File: src/rtl/upset_pkg.sv
package upset_pkg;
  // Lookup contents per cell: entry 1 holds 1, entry 0 holds 0.
  localparam logic [15:0] CELL_INIT = 16'h0002;

  function automatic int idx_bits(input int n);
    return (n > 1) ? $clog2(n) : 1;
  endfunction
endpackage

File: src/rtl/flk_lut_row.sv
module flk_lut_row import upset_pkg::*; #(
  parameter int WIDTH = 32
) (
  input  logic             flick,
  input  logic             cell_sel,
  input  logic [WIDTH-1:0] upset,
  output logic [WIDTH-1:0] q
);
  logic [3:0] addr;
  assign addr = {3'b000, flick};

  for (genvar i = 0; i < WIDTH; i++) begin : g_cell
    logic [15:0] mask;
    assign mask = CELL_INIT ^ ({15'b0, upset[i]} << cell_sel);
    assign q[i] = mask[addr];
  end
endmodule

File: src/rtl/flk_cmp_unit.sv
module flk_cmp_unit #(
  parameter int WIDTH = 32
) (
  input  logic             clk,
  input  logic             rst,
  input  logic             enable,
  input  logic             flick,
  input  logic             cell_sel,
  input  logic [WIDTH-1:0] upset,
  output logic             mism
);
  logic [WIDTH-1:0] sel_a, sel_b, reg_a, reg_b;

  flk_lut_row #(.WIDTH(WIDTH)) u_row_a (
    .flick(flick), .cell_sel(cell_sel), .upset(upset), .q(sel_a)
  );
  flk_lut_row #(.WIDTH(WIDTH)) u_row_b (
    .flick(flick), .cell_sel(cell_sel), .upset('0), .q(sel_b)
  );

  always_ff @(posedge clk) begin
    if (rst) begin
      reg_a <= '0;
      reg_b <= '0;
    end else if (enable) begin
      reg_a <= sel_a;
      reg_b <= sel_b;
    end
  end

  assign mism = |(reg_a ^ reg_b);
endmodule

File: src/rtl/flk_err_capture.sv
module flk_err_capture #(
  parameter int N_UNITS = 8,
  parameter int IDX_W   = 3
) (
  input  logic               clk,
  input  logic               rst,
  input  logic               enable,
  input  logic               err_clear,
  input  logic [N_UNITS-1:0] mism,
  output logic               err_flag,
  output logic [IDX_W-1:0]   err_unit,
  output logic [N_UNITS-1:0] fail_map
);
  logic [IDX_W-1:0] lowest;

  always_comb begin
    lowest = '0;
    for (int i = N_UNITS - 1; i >= 0; i--) begin
      if (mism[i]) lowest = IDX_W'(i);
    end
  end

  always_ff @(posedge clk) begin
    if (rst || err_clear) begin
      err_flag <= 1'b0;
      err_unit <= '0;
      fail_map <= '0;
    end else if (enable) begin
      fail_map <= fail_map | mism;
      if (!err_flag && (|mism)) begin
        err_flag <= 1'b1;
        err_unit <= lowest;
      end
    end
  end
endmodule

File: src/rtl/flicker_upset_array.sv
module flicker_upset_array import upset_pkg::*; #(
  parameter int N_UNITS = 8,
  parameter int WIDTH   = 32,
  localparam int IDX_W  = idx_bits(N_UNITS)
) (
  input  logic                       clk,
  input  logic                       rst,
  input  logic                       enable,
  input  logic                       err_clear,
  input  logic                       upset_cell,
  input  logic [N_UNITS*WIDTH-1:0]   upset,
  output logic                       err_flag,
  output logic [IDX_W-1:0]           err_unit,
  output logic [N_UNITS-1:0]         fail_map
);
  logic               flick;
  logic [N_UNITS-1:0] mism;

  always_ff @(posedge clk) begin
    if (rst)         flick <= 1'b0;
    else if (enable) flick <= ~flick;
  end

  for (genvar u = 0; u < N_UNITS; u++) begin : g_unit
    flk_cmp_unit #(.WIDTH(WIDTH)) u_unit (
      .clk      (clk),
      .rst      (rst),
      .enable   (enable),
      .flick    (flick),
      .cell_sel (upset_cell),
      .upset    (upset[u*WIDTH +: WIDTH]),
      .mism     (mism[u])
    );
  end

  flk_err_capture #(.N_UNITS(N_UNITS), .IDX_W(IDX_W)) u_cap (
    .clk       (clk),
    .rst       (rst),
    .enable    (enable),
    .err_clear (err_clear),
    .mism      (mism),
    .err_flag  (err_flag),
    .err_unit  (err_unit),
    .fail_map  (fail_map)
  );
endmodule

File: config.mk
export PLATFORM = sky130hd
export DESIGN_NAME = flicker_upset_array
export DESIGN_NICKNAME = d
export VERILOG_FILES = /design/src/rtl/upset_pkg.sv /design/src/rtl/flk_lut_row.sv /design/src/rtl/flk_cmp_unit.sv /design/src/rtl/flk_err_capture.sv /design/src/rtl/flicker_upset_array.sv
export SDC_FILE = /design/constraint.sdc
export NUM_CORES = 1
export LEC_CHECK = 0
export BUFFER_PORTS_ARGS = -buffer_cell sky130_fd_sc_hd__buf_4
export CAP_MARGIN = 20
export CORE_MARGIN = 1
export CORE_UTILIZATION = 35
export CTS_BUF_LIST = sky130_fd_sc_hd__clkbuf_16
export DETAILED_ROUTE_END_ITERATION = 8
export GPL_TIMING_DRIVEN = 1
export HOLD_SLACK_MARGIN = 0.02
export PLACE_DENSITY = 0.51
export SYNTH_ARGS = -nofsm -noshare
export SYNTH_HDL_FRONTEND = slang
export SYNTH_HIERARCHICAL = 1
export SYNTH_SLANG_ARGS = --single-unit
File: constraint.sdc
create_clock -name clk -period 2.7 [get_ports clk]
set_input_delay 0.27 -clock clk [delete_from_list [all_inputs] [get_ports clk]]
set_output_delay 0.27 -clock clk [all_outputs]
set_load 0.005 [all_outputs]
; ---- Word-level counts from Yosys, hierarchy flattened
; Cells that the tools add are included.
[totals]
regBits = 270
latch_bits = 0
ramBits = 0
mem_bits_ro = 0
input_bits = 261
output_inout_bits = 12
word_cells = 1073
memories = 0
[classes]
add_sub_neg = 0
mul = 0
div_mod_pow = 0
magnitude_cmp = 1
n_eq_ne = 0
n_shift = 257
mux = 522
n_bitwise = 267
n_reduce_logical = 13
[op_table]
columns = operator, n
row1 = 1-bit two-way mux, 514
row2 = 1-bit by 1-bit << shifter with 2-bit output, 256
row3 = 1-bit inverter, 258
row4 = 256-bit OR reduction, 1
row5 = 32-bit OR reduction, 8
row6 = 32-bit bitwise XOR, 8
row7 = 3-bit two-way mux, 8
row8 = 8-bit OR, 1
row9 = "1-bit by 5-bit < comparator with 1-bit output, second input constant", 1
row10 = 2-bit AND reduction, 1
row11 = "1-bit by 1-bit << shifter with 2-bit output, first input constant", 1
row12 = 1-bit logical AND, 1
row13 = 1-bit zero test, 1
row14 = 1-bit logical OR, 1

; ---- Logic depth before layout (Yosys ltp)
[depth]
word_depth = 10
ltp_mapped = 8
ltp_nobuf = 8

; ---- Cells and area by module
; Netlist, hierarchy kept.
[by_module_without_submodules]
columns = mod, instances, cells_per_inst, area_per_inst_um2, seq_area_each_um2
row1 = flk_cmp_unit, 8, 250, 2641.3, 1281.2
row2 = flk_lut_row, 16, 39, 391.6, 0.0
row3 = flk_err_capture, 1, 57, 483.0, 240.2
row4 = flicker_upset_array, 1, 3, 32.5, 20.0

; ---- Worst setup path after synthesis
; No wires, ideal clock.
[synth_timing]
path_type = reg2reg
startpoint = register g_unit[4].u_unit.reg_b[13]
endpoint = register u_cap.err_flag
setup_ns = 0.128
arrival_time_ns = 1.885
required_ns = 2.572
slack_ns = 0.688
path_stages_with_launch = 9
n_path_buf = 0
period_less_slack_ns = 2.012
path_cell_list = dfxtp_1 xnor2_1 nand4_1 nor4_1 nand2_1 or4_4 or2_4 a21oi_2 nor2_1
[synth_via]
elab_chain_cells = 4
word_cells_on_any_way = 11
classes_between = 8 x bitwise / 3 x reduce/logical
[synth_lines]
columns = element, line
row1 = from (decl), flk_cmp_unit.sv:12  ; logic [WIDTH-1:0] sel_a, sel_b, reg_a, reg_b;
row2 = from (signal assigned), flk_cmp_unit.sv:27  ; reg_b <= sel_b;
row3 = 32-bit bitwise XOR, -
row4 = 256-bit OR reduction (*), flk_err_capture.sv:30  ; if (!err_flag && (|mism)) begin
row5 = 1-bit logical AND (*), flk_err_capture.sv:30
row6 = 2-bit AND reduction (no source line) (*), -
row7 = to (signal assigned), flk_err_capture.sv:25  ; err_flag <= 1'b0;
row8 = to (signal assigned), flk_err_capture.sv:31  ; err_flag <= 1'b1;
row9 = to (decl), flk_err_capture.sv:10  ; output logic err_flag,
; Mark *: on every way between the ends. The rest lies on a longest branch, timed or not.
; A chain may end at the register's enable or synchronous reset.

; ---- Worst setup path after layout
[layout_timing]
startpoint = register g_unit[2].u_unit.reg_a[16]
endpoint = register u_cap.err_flag
[layout_via]
elab_chain_cells = 4
[layout_lines]
columns = element, line
row1 = from (decl), flk_cmp_unit.sv:12
row2 = from (signal assigned), flk_cmp_unit.sv:26  ; reg_a <= sel_a;
row3 = 32-bit bitwise XOR, flk_cmp_unit.sv:31  ; assign mism = |(reg_a ^ reg_b);
row4 = 256-bit OR reduction, flk_err_capture.sv:30
row5 = 1-bit logical AND, flk_err_capture.sv:30
row6 = 2-bit AND reduction (no source line), -
; Every way passes these cells.

==> results.ini <==
[timing]
drv_slew = 0
max_slew.worst_pin.slew_ns = 0.943
max_clock_freq_mhz = 387
fin_crit_sh = 0.957
hold_viol = 0
fin_hold_ws_ns = 0.0557
min_period_ns = 2.58
slew_headroom = 0.371
clock_skew_ns = 0.0157
setup_viol = 0
rsz0062_at_grt = no
tns_ns = 0

[global_routing]
grt_start_max_net_pins = 185
antenna_found_initial = 3
grtUsageTotal = 0.169
grt_pass1_wl_mm = 111
grt-ovfl-total = 0
grt_pass1_vias = 20147

[synth]
synth_ff_type = dfxtp_1
synth.avg_cell_area_um2 = 10.4
netlist_area_mm2 = 0.0279
ys_types = 29
ys_seq_area_frac = 0.377
yosys_register_bits = 525
synth-async-reset-ratio = 0
synth_area_leaders = dfxtp_1 38%, mux2i_1 37%, xnor2_1 8.1%, nor2_1 7.1%, buf_6 4.2%
yosysWarningCount = 6
synth_edf_count = 0
synth_top_cell_by_area = dfxtp_1
synth.top_cell.area_share = 0.377
synthCells = 2684

[pwr]
powerDensity_mw_per_mm2 = 616
ir_worst_vdd_uv = 480
power.leakage_nw = 15.9
finalPower_mw = 20.9

[routing]
drt_first_pass_iters = 4
drt-total-wl_mm = 68.7
vias = 19389
wl_per_cell_um = 15.9
drc = 0
drt_iter0_markers = 723
via_per_inst = 4.49
ant_nets = 0

[placement]
io_buffers = 272
place_inst = 4096
gp_congestion = 0.741
dp_hpwl_mm = 45.3

[critical_path]
critPathMaxStageDelay_ns = 0.53
critPathLaunchType = register
critical-path-slowest-cell = or4_4
end_kind = register
crit_chain = xnor2_1, nand4_1, nor4_1, buf_4, nand2_1, buf_4, or4_4, or2_4, a21oi_2, nor2_1
cp_max_fo = 5
critPathKind = reg -> reg
crit_arrival_ns = 3.05
worstPathRequired_ns = 3.17
critPathBufInv = 2
critPathTopFamily = simple AND/OR/NAND/NOR gates
crit_top_cell = buf_4

[clocking]
clkSinkCount = 525
numCtsBuffers = 68
cts-htree-levels = 3
clk_latency_ns = 0.60
cts-root-buf = clkbuf_16
path_clk_slew_ns = 0.06
cts_tree = built
clockBufferDepth = 3

[die]
start_util = 0.353
die_area_mm2 = 0.0809
coreArea_mm2 = 0.0790
die_w_um = 284
placementRows = 103
io-pin-count = 273
die_y_um = 284

[hold_path]
hold_class = in -> reg

[final_layout]
area_growth_pct = 21.4
fin_cells = 4319
fillers = 7730
final_nets = 3478
drive_gt1_frac = 0.133
final-seq-area_mm2 = 0.0105
multi_input_area_mm2 = 0.0162

[flow_run]
cap_violations = 0

[status]
status = complete, no violations

[routing by layer]
layer | wire length [um] | vias to the layer above | global-route usage
li1 | - | 9986 | -
met1 | 32700 | 9057 | 0.221
met2 | 32000 | 242 | 0.279
met3 | 2620 | 100 | 0.0355
met4 | 1450 | 4 | 0.0453
met5 | 27 | - | 0
[state kept, by name, summed over array words and instances (netlist names)]
| register | count |
|---|---|
| g_unit.u_unit/reg_a | 256 |
| g_unit.u_unit/reg_b | 256 |
| u_cap/fail_map | 8 |
| u_cap/err_unit | 3 |
| flick | 1 |
| u_cap/err_flag | 1 |
[cell usage in the layout (no fill, tap or decap), types with 2 or more instances in the layout]
cell           synthesis  routed
dfxtp_1              525     525
clkinv_2               0       6
inv_1                  2      16
mux2i_1             1024    1024
clkinv_8               0       2
conb_1                 8     256
inv_6                  0       2
buf_4                  0     302
bufinv_16              0       4
or4_4                  2       2
clkinv_1               0      20
dlygate4sd3_1          0     101
xnor2_1              257     257
a21oi_1               12      12
nor4_1                16      15
nand4_1               65      65
clkbuf_16              0      71
inv_2                 16      16
nand2_1                8       8
buf_8                 48       3
nor2_1               527     527
clkinv_4               0       2
buf_12                 0      19
[Yosys cell counts, types with 2 or more instances]
| master | number |
|---|---|
| nor2_1 | 527 |
| buf_6 | 104 |
| or4_4 | 2 |
| xnor2_1 | 257 |
| nand4_1 | 65 |
| inv_2 | 16 |
| nor4_1 | 16 |
| nand2_1 | 8 |
| buf_1 | 48 |
| clkbuf_1 | 2 |
| a21oi_1 | 12 |
| buf_8 | 48 |
| dfxtp_1 | 525 |
| inv_1 | 2 |
| clkbuf_2 | 8 |
| mux2i_1 | 1024 |
| conb_1 | 8 |
[path summary, 6_finish.rpt]
kind                                                         startpoint                                endpoint  slack [ns]  cells after the start
worst min register to register           u_cap/fail_map[2]$_SDFFE_PP0P_          u_cap/fail_map[2]$_SDFFE_PP0P_        0.47                      2
worst min-delay path                                         upset[132]  g_unit[4].u_unit/reg_a[4]$_SDFFE_PP0P_        0.06                      4
worst max register to register  g_unit[2].u_unit/reg_a[16]$_SDFFE_PP0P_             u_cap/err_flag$_SDFFE_PP0P_        0.12                     10
worst max-delay path            g_unit[2].u_unit/reg_a[16]$_SDFFE_PP0P_             u_cap/err_flag$_SDFFE_PP0P_        0.12                     10
[cell type report]
type	instances	share of cell area
repair buffers	425	0.109
inverters	18	0.00199
clock buffers	71	0.0525
diodes	1	0.0000739
multi-input cells	2179	0.477
flip-flops and latches	525	0.310
well taps	1050	0.0388
clock inverters	50	0.0102
[power by group]
part           switching (mW)  internal, mW
clock network            3.48          5.12
registers               0.368          8.29
logic                    1.81          1.78
total                    5.66          15.2
[logic make-up after synthesis]
logic type                count (synthesis)  share of synthesized area
muxes                                  1024                      0.367
and+or+nand+nor                         623                     0.0922
DFF                                     525                      0.377
xor gates and xnor gates                257                     0.0806
buffers and inverters                   228                     0.0784
AOI/OAI and AO/OA                        19                    0.00399
other                                     8                    0.00108
[worst reg2reg max path, stage by stage (launching register included)]
cell     delay (ns)
dfxtp_1        0.33
xnor2_1        0.22
nand4_1        0.14
nor4_1         0.35
buf_4          0.17
nand2_1        0.08
buf_4          0.19
or4_4          0.54
or2_4          0.25
a21oi_2        0.13
nor2_1         0.05
[what timing repair did]
item / in CTS / in global routing
hold endpoints to repair: 101 / 0
setup buffers: 0 / 0
hold buffers: 101 / 0
resized for setup: 1 / 0
endpoints found under the setup margin: 1 / 0
[stage by stage]
stage | cell area, um^2 | utilization | worst slack [ns]
after detailed placement | 30700 | 0.389 | 0.00864
final | 33900 | 0.429 | 0.116
after global placement | 30700 | 0.389 | 0.00490
after global routing | 33900 | 0.429 | 0.00100
after CTS | 33900 | 0.429 | 0.0803
after floorplan | 28800 | - | 0.688
Note: power is estimated with default switching activity, not from simulation.
